===== config.mk =====
export PLATFORM = sky130hd
export DESIGN_NAME = clk_chan_div
export DESIGN_NICKNAME = d
export VERILOG_FILES = /design/src/rtl/clk_chan_div_pkg.sv /design/src/rtl/clk_chan_div_ctrl.sv /design/src/rtl/clk_chan_div_path.sv /design/src/rtl/clk_chan_div.sv
export SDC_FILE = /design/constraint.sdc
export NUM_CORES = 1
export LEC_CHECK = 0
export BUFFER_PORTS_ARGS = -buffer_cell sky130_fd_sc_hd__buf_2
export CORE_ASPECT_RATIO = 0.5
export CORE_UTILIZATION = 35
export CTS_CLUSTER_DIAMETER = 150
export DETAILED_ROUTE_END_ITERATION = 10
export PLACE_DENSITY = 0.6
export SYNTH_ARGS = -nofsm -noshare
export SYNTH_HDL_FRONTEND = slang
export SYNTH_SLANG_ARGS = --single-unit
export TNS_END_PERCENT = 100

===== constraint.sdc =====
create_clock -name srcClk -period 11.56 [get_ports srcClk]
set_input_delay 1.156 -clock srcClk [delete_from_list [all_inputs] [get_ports srcClk]]
set_output_delay 1.156 -clock srcClk [all_outputs]
set_load 0.01 [all_outputs]

===== src/rtl/clk_chan_div_pkg.sv =====
package clk_chan_div_pkg;

  // Default field widths of the lane configuration word.
  parameter int DefDrvW   = 4;
  parameter int DefRatioW = 10;
  parameter int DefPhaseW = 6;

  // Strobes from lane control to the divider datapath.
  typedef struct packed {
    logic hold;      // keep the divider parked this edge
    logic restart;   // reload the start position this edge
    logic invert;    // registered output inversion
    logic forceLow;  // registered power-down
  } divStrobe_t;

endpackage


===== src/rtl/clk_chan_div_ctrl.sv =====
module clk_chan_div_ctrl
  import clk_chan_div_pkg::*;
#(
  parameter int DRV_W   = DefDrvW,
  parameter int RATIO_W = DefRatioW,
  parameter int PHASE_W = DefPhaseW,
  localparam int CFG_W  = DRV_W + 4 + RATIO_W + PHASE_W
) (
  input  logic               srcClk,
  input  logic               rstN,
  input  logic [CFG_W-1:0]   cfgWord,
  input  logic               syncReq,
  output divStrobe_t         strobe,
  output logic [RATIO_W-1:0] ratioM1,
  output logic [PHASE_W-1:0] phaseOfs,
  output logic [DRV_W-1:0]   drvModeQ,
  output logic               lowPowerQ
);

  localparam int LpBit     = DRV_W;
  localparam int PdBit     = DRV_W + 1;
  localparam int IgnBit    = DRV_W + 2;
  localparam int InvBit    = DRV_W + 3;
  localparam int RatioLsb  = DRV_W + 4;
  localparam int PhaseLsb  = RatioLsb + RATIO_W;

  logic pdReq, ignSync, invReq, holdNow;
  logic heldQ, invQ, pdQ, armedQ;

  assign pdReq    = cfgWord[PdBit];
  assign ignSync  = cfgWord[IgnBit];
  assign invReq   = cfgWord[InvBit];
  assign ratioM1  = cfgWord[RatioLsb +: RATIO_W];
  assign phaseOfs = cfgWord[PhaseLsb +: PHASE_W];

  // Park the divider on power-down or on a sync request the lane honours.
  assign holdNow = pdReq | (syncReq & ~ignSync);

  always_ff @(posedge srcClk or negedge rstN) begin
    if (!rstN) begin
      heldQ     <= 1'b1;
      invQ      <= 1'b0;
      pdQ       <= 1'b0;
      drvModeQ  <= '0;
      lowPowerQ <= 1'b0;
      armedQ    <= 1'b0;
    end else begin
      heldQ     <= holdNow;
      invQ      <= invReq;
      pdQ       <= pdReq;
      drvModeQ  <= cfgWord[DRV_W-1:0];
      lowPowerQ <= cfgWord[LpBit];
      armedQ    <= 1'b1;
    end
  end

  always_comb begin
    strobe.hold     = holdNow;
    strobe.restart  = heldQ & ~holdNow;
    strobe.invert   = invQ;
    strobe.forceLow = pdQ;
  end


  drv_follow_chk: assert property (@(posedge srcClk) disable iff (!rstN)
    armedQ |-> (drvModeQ == $past(cfgWord[DRV_W-1:0])) &&
               (lowPowerQ == $past(cfgWord[LpBit])));


  ignore_sync_chk: assert property (@(posedge srcClk) disable iff (!rstN)
    (ignSync && !pdReq && !heldQ) |=> !strobe.restart);

endmodule


===== src/rtl/clk_chan_div_path.sv =====
module clk_chan_div_path
  import clk_chan_div_pkg::*;
#(
  parameter int RATIO_W = DefRatioW,
  parameter int PHASE_W = DefPhaseW
) (
  input  logic               srcClk,
  input  logic               rstN,
  input  divStrobe_t         strobe,
  input  logic [RATIO_W-1:0] ratioM1,
  input  logic [PHASE_W-1:0] phaseOfs,
  output logic               clkOut
);

  // Position counts half source periods within one output period (0..2N-1).
  localparam int PosW = RATIO_W + 2;
  localparam int RemW = PosW + PHASE_W;

  logic [PosW-1:0] nVal, twoN, startPos, nextPos, midPos, posQ;
  logic            riseQ, fallQ, quietQ, divRaw;

  // Offset reduced modulo the period by restoring subtraction.
  function automatic logic [PosW-1:0] phaseStart(input logic [PHASE_W-1:0] ph,
                                                 input logic [PosW-1:0] period);
    logic [RemW-1:0] rem, step;
    rem = {{PosW{1'b0}}, ph};
    for (int k = PHASE_W - 1; k >= 0; k--) begin
      step = {{PHASE_W{1'b0}}, period} << k;
      if (rem >= step) rem = rem - step;
    end
    return rem[PosW-1:0];
  endfunction

  // Advance by one or two half periods with wrap; clamp after a ratio shrink.
  function automatic logic [PosW-1:0] wrapStep(input logic [PosW-1:0] p,
                                               input logic [1:0] inc,
                                               input logic [PosW-1:0] period);
    logic [PosW:0] sum;
    sum = {1'b0, p} + {{(PosW - 1){1'b0}}, inc};
    if (sum >= {1'b0, period}) sum = sum - {1'b0, period};
    if (sum >= {1'b0, period}) sum = '0;
    return sum[PosW-1:0];
  endfunction

  assign nVal     = {2'b00, ratioM1} + PosW'(1);
  assign twoN     = {nVal[PosW-2:0], 1'b0};
  assign startPos = phaseStart(phaseOfs, twoN);
  assign nextPos  = wrapStep(posQ, 2'd2, twoN);
  assign midPos   = wrapStep(posQ, 2'd1, twoN);

  // Rising edge: position and level of the high half of the source.
  always_ff @(posedge srcClk or negedge rstN) begin
    if (!rstN) begin
      posQ   <= '0;
      riseQ  <= 1'b0;
      quietQ <= 1'b1;
    end else if (strobe.hold) begin
      posQ   <= startPos;
      riseQ  <= 1'b0;
      quietQ <= 1'b1;
    end else if (strobe.restart) begin
      posQ   <= startPos;
      riseQ  <= (startPos < nVal);
      quietQ <= 1'b0;
    end else begin
      posQ   <= nextPos;
      riseQ  <= (nextPos < nVal);
    end
  end

  // Falling edge: level of the low half of the source.
  always_ff @(negedge srcClk or negedge rstN) begin
    if (!rstN) fallQ <= 1'b0;
    else       fallQ <= quietQ ? 1'b0 : (midPos < nVal);
  end

  assign divRaw = srcClk ? riseQ : fallQ;
  assign clkOut = strobe.forceLow ? 1'b0 : (divRaw ^ strobe.invert);


  hold_quiet_chk: assert property (@(posedge srcClk) disable iff (!rstN)
    strobe.hold |=> !fallQ && !riseQ);


  pos_range_chk: assert property (@(posedge srcClk) disable iff (!rstN)
    $stable(ratioM1) |-> posQ < twoN);


  ratio_one_chk: assert property (@(posedge srcClk) disable iff (!rstN)
    (ratioM1 == '0 && $stable(ratioM1) && !quietQ) |-> riseQ != fallQ);

endmodule


===== src/rtl/clk_chan_div.sv =====
module clk_chan_div
  import clk_chan_div_pkg::*;
#(
  parameter int DRV_W   = DefDrvW,
  parameter int RATIO_W = DefRatioW,
  parameter int PHASE_W = DefPhaseW,
  localparam int CFG_W  = DRV_W + 4 + RATIO_W + PHASE_W
) (
  input  logic             srcClk,
  input  logic             rstN,
  input  logic [CFG_W-1:0] cfgWord,
  input  logic             syncReq,
  output logic             clkOut,
  output logic [DRV_W-1:0] drvMode,
  output logic             lowPower
);

  divStrobe_t         strobe;
  logic [RATIO_W-1:0] ratioM1;
  logic [PHASE_W-1:0] phaseOfs;

  clk_chan_div_ctrl #(
    .DRV_W(DRV_W), .RATIO_W(RATIO_W), .PHASE_W(PHASE_W)
  ) u_ctrl (
    .srcClk(srcClk), .rstN(rstN), .cfgWord(cfgWord), .syncReq(syncReq),
    .strobe(strobe), .ratioM1(ratioM1), .phaseOfs(phaseOfs),
    .drvModeQ(drvMode), .lowPowerQ(lowPower)
  );

  clk_chan_div_path #(
    .RATIO_W(RATIO_W), .PHASE_W(PHASE_W)
  ) u_path (
    .srcClk(srcClk), .rstN(rstN), .strobe(strobe),
    .ratioM1(ratioM1), .phaseOfs(phaseOfs), .clkOut(clkOut)
  );

endmodule


==> flow_summary.toml, run 1 <==
[placement]
dp_hpwl_um = 23900
port_buffers = 32
routabilityCongestion = 0.930
placedCellCount = 1750
placed_area_um2 = 11200

[floorplan]
dieWidth_um = 215
rows = 38
coreArea_um2 = 22000
initial_core_util_pct = 36.2
ioPinCount = 33
fp.dieH_um = 109
die-area_um2 = 23400

[timing]
worst_clock_skew_ps = 49.1
rsz0062_at_grt = "true"
totalNegativeSetupSlack_ps = -11030
holdWs_ps = 506
finalHoldViolCount = 0
finalCriticalPeriod_ps = 13750
setup_viol = 13
fin_crit_sh_pct = 119
tightest_slew_ps = 709
slew_headroom_pct = 52.7
fin_ws_ps = -2190
finalMaxSlewViolations = 0
fmax_ghz = 0.0727

[critical_path]
cp_top_family = "simple AND/OR/NAND/NOR gates"
critPathSlowestCell = "or4b_2"
start_kind = "primary input"
critPathCaptureType = "register"
path_buf_inv = 10
cp_slowest_stage_delay_ps = 600
path_common_cell = "o21ai_1"
worstPathMaxFanout = 10
worst-setup-path-type = "primary input to register"
crit_required_ps = 11840
crit_arrival_ps = 14030

[synthesis]
synth_cells = 1100
synthArstFlopShare_pct = 100
synth_ff_type = "dfrtp_1"
ys_seq_elements = 23
ys_seq_area_share_pct = 7.25
synth_cell_types = 87
syn_area_um2 = 7970
synth_nets = 1266
synth_edf_count = 0
ys_warn_count = 0
syn_area_per_cell_um2 = 7.25

[power_and_ir_drop]
power_density_nw_per_um2 = 163
ir_drop_mv = 0.0951
power.leakage_nw = 6.13

[final_layout]
instances_no_fill = 1798
layout_commonest_cell = "buf_4"
final_area_um2 = 12400
fillCellCount = 1940
syn2layout_area_growth_pct = 55.0
antenna_cells = 0
mostFrequentLayoutCells = "buf_4, ha_1, nor2_1"
postLayoutCoreUtil_pct = 56.1
layout.nets = 1665
drive_gt1_share_pct = 40.0

[global_routing]
grt_pass1_wl_um = 48600
grt_pass1_vias = 9793
overflow = 0
use_met3_pct = 2.65
grtUsageMet2_pct = 44.1
use_met1_pct = 33.9
grt_start_max_net_pins = 24
top_usage_layer = "met2"
grt.total_usage_pct = 25.6
antenna_found_initial = 0

[detailed_routing]
drt_first_pass_iters = 5
drc = 0
wire_per_inst_um = 16.7
postRouteAntennaNets = 0
via_per_inst = 5.47
drt_iter0_markers = 594
dr_total_vias = 9840
wl_um = 29900

[clocking]
ctsHoldBuffers = 0
clkTransAtPathRegs_ps = 60
cts_tree = "yes"
clock_latency_ps = 420

[status]
violations = "negative setup slack"
status = "finished with violations"

[worst_hold_path]
hold_class = "register to register"

[flow_run]
cap_violations = 0
-- layout make-up --
class	instances	area, µm²	share of cell area [%]
inverters	84	315	2.55
clock inverters	1	5.00	0.0405
repair buffers	428	3230	26.1
multi-input cells	955	7710	62.3
clock buffers	7	155	1.26
well taps	300	375	3.04
flip-flops and latches	23	578	4.68
-- repair_timing --
action,4_1_cts,5_1_grt
endpoints found under the setup margin,13,13
resized for setup,92,67
setup buffers,28,22
gates cloned,1,0
pin swaps,74,68
-- worst reg2reg max path, delay by kind of cell, from the launching register on --
family	cells	cell delay (ps)
adder cells (fa/ha/maj)	4	900
AND/OR/NAND/NOR	4	870
XOR/XNOR	1	460
buffers and inverters	2	320
flip-flops	1	380
AO/OA/AOI/OAI	24	3560
-- registers in the layout, indices dropped and copies added, names as in the netlist --
name / count
u_ctrl.drvModeQ: 4
u_ctrl.pdQ: 1
u_path.fallQ: 1
u_ctrl.lowPowerQ: 1
u_ctrl.invQ: 1
u_ctrl.heldQ: 1
u_path.riseQ: 1
u_path.posQ: 12
u_path.quietQ: 1
-- cells in the mapped netlist, drive strengths merged (26+ instances only) --
cell    instances  share of area, %
xor2           26               2.9
nor2          100               4.7
xnor2          42               4.6
clkbuf         29               1.4
ha            133                21
a21o           28               2.6
inv            84               4.0
nand3          45               2.9
nor3           47               3.1
nand2          68               3.2
a21oi          68               4.4
o21ai          84               5.3
-- per-stage QoR --
stage,worst slack (ps),power (mW)
after CTS,-2140,1.90
after detailed placement,-2920,1.61
final,-2190,2.02
after global placement,-2620,1.57
after floorplan,-2670,1.09
after global routing,-2940,2.22
-- kinds of logic after synthesis --
family | synth area share [%]
AOI/OAI and AO/OA | 27.4
xor gates and xnor gates | 7.47
adders and majority gates | 22.4
buffers and inverters | 6.37
DFF | 7.25
muxes | 3.04
and+or+nand+nor | 26.1
-- worst paths after layout --
| kind | start | endpoint | slack [ps] | depth (start not counted) |
|---|---|---|---|---|
| worst min-delay path | u_path.quietQ$_DFFE_PN1P_ | u_path.quietQ$_DFFE_PN1P_ | 510 | 2 |
| min in group asynchronous | rstN | u_ctrl.drvModeQ[2]$_DFF_PN0_ | 750 | 1 |
| worst max-delay path | cfgWord[8] | u_path.riseQ$_DFF_PN0_ | -2190 | 77 |
| worst min register to register | u_path.quietQ$_DFFE_PN1P_ | u_path.quietQ$_DFFE_PN1P_ | 510 | 2 |
| worst max register to register | u_path.posQ[1]$_DFF_PN0_ | u_path.fallQ$_DFF_NN0_ | -810 | 35 |
| max in group asynchronous | rstN | u_path.fallQ$_DFF_NN0_ | 4810 | 1 |
-- where the power goes --
group / switching, mW / leakage [nW] / internal (mW) / total [mW]
logic: 0.899 / 5.75 / 0.858 / 1.76
registers: 0.0237 / 0.279 / 0.104 / 0.127
clock network: 0.0406 / 0.0936 / 0.0954 / 0.136
total: 0.963 / 6.13 / 1.06 / 2.02
-- layer usage --
layer  vias up  share of wire [%]
li1       4877                  -
met1      4642                 47
met2       257                 45
met3        64                5.3
met4         0                2.8
met5         -                  0
No activity file was read; power rests on OpenSTA's default activity.
==> inputs of run 2 (changes only) <==
--- a/config.mk
+++ b/config.mk
@@ -11,6 +11,7 @@
 export CTS_CLUSTER_DIAMETER = 150
 export DETAILED_ROUTE_END_ITERATION = 10
 export PLACE_DENSITY = 0.6
+export REMOVE_ABC_BUFFERS = 1
 export SYNTH_ARGS = -nofsm -noshare
 export SYNTH_HDL_FRONTEND = slang
 export SYNTH_SLANG_ARGS = --single-unit
==> constraint.sdc (replaced) <==
create_clock -name srcClk -period 15.2 [get_ports srcClk]
set_input_delay 1.52 -clock srcClk [delete_from_list [all_inputs] [get_ports srcClk]]
set_output_delay 1.52 -clock srcClk [all_outputs]
set_load 0.01 [all_outputs]
==> flow_summary.toml, run 2 (synthesis gave the netlist of run 1 again) <==
[critical_path]
cp_slowest_stage_delay_ps = 530
worst-setup-path-type = "primary input to register"
ff2ff_path_depth = 34
crit_arrival_ps = 7470
timing.rr.end = "u_path.fallQ$_DFF_NN0_"
worstPathMaxFanout = 7
critPathSlowestCell = "or4b_4"
path_common_cell = "o21a_1"
r2r_start = "u_path.posQ[1]$_DFF_PN0_"
r2r_setup_slack_ps = 1020
critPathCaptureType = "register"
start_kind = "primary input"
crit_required_ps = 7850

[detailed_routing]
via_per_inst = 5.69
drt_iter0_markers = 768
drt_first_pass_iters = 5
wl_um = 29300
drc = 0
wire_per_inst_um = 17.5
postRouteAntennaNets = 0
dr_total_vias = 9501

[timing]
rsz0062_at_grt = "true"
worst_clock_skew_ps = 51.2
setup_viol = 0
finalHoldViolCount = 0
slew_headroom_pct = 33.3
fmax_ghz = 0.0681
finalCriticalPeriod_ps = 14810
fin_crit_sh_pct = 97.4
totalNegativeSetupSlack_ps = 0
tightest_slew_ps = 997
finalMaxSlewViolations = 0
holdWs_ps = 516
fin_ws_ps = 388

[power_and_ir_drop]
power_density_nw_per_um2 = 123
power.share.switching_pct = 50.2
ir_drop_mv = 0.0765
power.leakage_nw = 5.40
intPower_uw = 668
seq_power_share_pct = 8.0
p_clk_share_pct = 7.8
p_comb_share_pct = 84.3
power.switching_uw = 675

[global_routing]
grt_pass1_vias = 9078
grt_pass1_wl_um = 45600
grt.total_usage_pct = 24.1
overflow = 0
antenna_found_initial = 1
grt_start_max_net_pins = 24

[flow_run]
cap_violations = 0

[worst_hold_path]
hold_path_depth = 2
hold_end = "u_path.quietQ$_DFFE_PN1P_"
hold_class = "register to register"
min_from = "u_path.quietQ$_DFFE_PN1P_"

[clocking]
clkTransAtPathRegs_ps = 60
cts_tree = "yes"
clock_latency_ps = 420
ctsHoldBuffers = 0

[final_layout]
layout.nets = 1537
syn2layout_area_growth_pct = 37.4
regMostFlops = "u_path.posQ"
top_regs = "u_path.posQ (12), u_ctrl.drvModeQ (4)"
drive_gt1_share_pct = 30.5
largest_reg_flops = 12
postLayoutCoreUtil_pct = 49.8
mostFrequentLayoutCells = "buf_4, ha_1, nor2_1"
instances_no_fill = 1671
layout_commonest_cell = "buf_4"

[floorplan]
coreArea_um2 = 22000
initial_core_util_pct = 36.2
ioPinCount = 33
rows = 38
fp.dieH_um = 109
die-area_um2 = 23400
dieWidth_um = 215

[placement]
placedCellCount = 1638
dp_slack_ps = -715
port_buffers = 32
routabilityCongestion = 1.01
dp_hpwl_um = 23200

[status]
status = "finished clean"
-- run 2: area by class of cell --
cell class	count	area, µm²
Tap cell	300	375
Multi-Input combinational cell	955	7290
Timing Repair Buffer	300	2230
Clock buffer	7	155
Antenna cell	1	2.50
Clock inverter	1	5.00
Sequential cell	23	578
Inverter	84	315
Fill cell	2071	11100
-- run 2: power groups by stage --
stage               clock network [mW]  logic [mW]  registers [mW]
floorplan                      0.00510       0.692          0.0974
global placement               0.00608       0.997           0.107
detailed placement             0.00608        1.03           0.107
CTS                              0.106        1.04           0.106
global route                     0.109        1.26           0.109
finish                           0.104        1.13           0.107
-- run 2: timing repair --
item,4_1_cts,5_1_grt
gates cloned,0,1
setup endpoints to repair,2,2
setup buffers,0,24
pin swaps,2,63
resized for setup,15,116
-- run 2: metrics by stage --
| step | instance area (µm²) | total power, mW |
|---|---|---|
| floorplan | 7780 | 0.795 |
| global placement | 10200 | 1.11 |
| detailed placement | 10200 | 1.14 |
| CTS | 10400 | 1.25 |
| global route | 11000 | 1.47 |
| finish | 11000 | 1.34 |
-- run 2: metal layers --
metal  up-vias  share of wire [%]  GRT usage (%)
met5         -                  0              0
met4         0                2.9           6.84
met3        70                5.5           1.53
met2       317                 45           41.3
met1      4492                 47           32.8
li1       4622                  -              -
-- run 2: worst max-delay path by stage --
stage | start | end | slack [ps]
floorplan | cfgWord[8] | u_path.riseQ$_DFF_PN0_ | -1400
global placement | cfgWord[8] | u_path.fallQ$_DFF_NN0_ | -580
detailed placement | cfgWord[8] | u_path.riseQ$_DFF_PN0_ | -720
CTS | cfgWord[8] | u_path.riseQ$_DFF_PN0_ | -8
global route | cfgWord[8] | u_path.riseQ$_DFF_PN0_ | -280
finish | cfgWord[8] | u_path.fallQ$_DFF_NN0_ | 390
-- run 2: worst max-delay path: cells and delay by family --
family | cells | cell delay, ps
buf+inv | 3 | 430
fa+ha+maj | 4 | 880
simple gates | 5 | 1390
compound gates | 21 | 3230
==> inputs of run 3 (changes only) <==
--- a/config.mk
+++ b/config.mk
@@ -7,6 +7,7 @@
 export LEC_CHECK = 0
 export BUFFER_PORTS_ARGS = -buffer_cell sky130_fd_sc_hd__buf_2
 export CORE_ASPECT_RATIO = 0.5
+export CORE_MARGIN = 3
 export CORE_UTILIZATION = 35
 export CTS_CLUSTER_DIAMETER = 150
 export DETAILED_ROUTE_END_ITERATION = 10
==> flow_summary.toml, run 3 (synthesis gave the netlist of run 1 again) <==
[status]
status = "finished clean"

[floorplan]
rows = 38
initial_core_util_pct = 36.2
coreArea_um2 = 22000
fp.dieH_um = 113
dieWidth_um = 219
ioPinCount = 33
die-area_um2 = 24700

[critical_path]
worstPathMaxFanout = 6
r2r_setup_slack_ps = 920
crit_cells = 34
ff2ff_path_depth = 32
path_buf_inv = 3
endpoint = "u_path.fallQ$_DFF_NN0_"
r2r_start = "u_path.posQ[1]$_DFF_PN0_"
crit_arrival_ps = 7600
worst-setup-path-type = "primary input to register"
path_common_cell = "o21a_1"
crit_required_ps = 7840
cp_top_family = "compound AO/OA/AOI/OAI gates"
start_kind = "primary input"
cp_slowest_stage_delay_ps = 560
cp-startpoint = "cfgWord[8]"
critPathCaptureType = "register"
critPathSlowestCell = "or4b_4"
timing.rr.end = "u_path.fallQ$_DFF_NN0_"

[detailed_routing]
wire_per_inst_um = 17.6
drc = 0
wl_um = 29800
via_per_inst = 5.63
drt_first_pass_iters = 5
postRouteAntennaNets = 0
drt_iter0_markers = 628
dr_total_vias = 9547

[global_routing]
grt_pass1_wl_um = 46600
antenna_found_initial = 0
grt.total_usage_pct = 23.0
grt_pass1_vias = 9329
overflow = 0
grt_start_max_net_pins = 24

[final_layout]
antenna_cells = 0
top_regs = "u_path.posQ (12), u_ctrl.drvModeQ (4)"
mostFrequentLayoutCells = "buf_4, ha_1, nor2_1"
syn2layout_area_growth_pct = 40.4
layout.nets = 1562
postLayoutCoreUtil_pct = 50.9
layout_commonest_cell = "buf_4"
drive_gt1_share_pct = 32.7
largest_reg_flops = 12
regMostFlops = "u_path.posQ"

[placement]
routabilityCongestion = 0.972
dp_hpwl_um = 23300
port_buffers = 32
dp_slack_ps = -1030

[timing]
setup_viol = 0
rsz0062_at_grt = "true"
fin_ws_ps = 245
tightest_slew_ps = 1310
worst_clock_skew_ps = 48.8
finalHoldViolCount = 0
slew_headroom_pct = 12.6
finalMaxSlewViolations = 0

[clocking]
cts_tree = "yes"
clkTransAtPathRegs_ps = 60
clock_latency_ps = 420

[power_and_ir_drop]
power_mw = 1.41
power.leakage_nw = 5.53
power_density_nw_per_um2 = 126
ir_drop_mv = 0.0671

[worst_hold_path]
hold_class = "register to register"

[flow_run]
cap_violations = 0
run 3: cell types whose count changed in the layout (fill, tap and decap cells not counted), sizes merged:
cell,previous run,this run
buf,301,325
clkdlybuf4s15,0,1
diode,1,0
run 3: where the power goes:
part / leakage [nW] / internal [mW] / switching [mW]
Combinational: 5.16 / 0.553 / 0.648
Sequential: 0.279 / 0.0787 / 0.0274
Clock: 0.0936 / 0.0725 / 0.0307
run 3: worst min-delay path by stage:
stage,startpoint,endpoint,cells after the start
after detailed placement,u_path.quietQ$_DFFE_PN1P_,u_path.quietQ$_DFFE_PN1P_,2
final,u_path.quietQ$_DFFE_PN1P_,u_path.quietQ$_DFFE_PN1P_,2
after global placement,u_path.quietQ$_DFFE_PN1P_,u_path.quietQ$_DFFE_PN1P_,2
after CTS,u_path.quietQ$_DFFE_PN1P_,u_path.quietQ$_DFFE_PN1P_,2
after floorplan,u_path.quietQ$_DFFE_PN1P_,u_path.quietQ$_DFFE_PN1P_,2
after global routing,u_path.quietQ$_DFFE_PN1P_,u_path.quietQ$_DFFE_PN1P_,2
run 3: timing repair:
item                                    in CTS  in global routing
hold buffers                                 0                  0
endpoints found under the setup margin       2                  7
buffers inserted                            25                 19
pin swaps                                    3                 63
gates cloned                                 1                  1
gates resized for setup                     32                107
run 3: stage by stage:
stage / std cells / setup TNS [ps] / hold slack (ps) / area [µm²]
floorplan: 1061 / -2290 / 448 / 7780
global placement: 1643 / -1270 / 508 / 10200
detailed placement: 1643 / -1770 / 509 / 10200
CTS: 1676 / 0 / 519 / 10700
global route: 1695 / -1030 / 541 / 11200
finish: 1695 / 0 / 524 / 11200
run 3: worst reg2reg max path, delay by kind of cell, from the launching register on:
family / cells / cell delay (ps)
xor+xnor: 1 / 380
simple gates: 4 / 1010
flops: 1 / 440
buf+inv: 1 / 160
fa+ha+maj: 4 / 970
compound gates: 22 / 3610
run 3: area by class of cell:
type,count,area (µm²)
inverters,84,315
clock inverters,1,5.00
well taps,300,375
repair buffers,325,2390
fillers,2081,10800
flip-flops and latches,23,578
clock buffers,7,155
multi-input cells,955,7370
run 3: per-layer routing:
metal | track usage, % | vias to the layer above | routed length [µm]
li1 | - | 4681 | -
met1 | 31.3 | 4550 | 13800
met2 | 39.6 | 263 | 14000
met3 | 1.77 | 53 | 1370
met4 | 5.91 | 0 | 666
met5 | 0 | - | 0
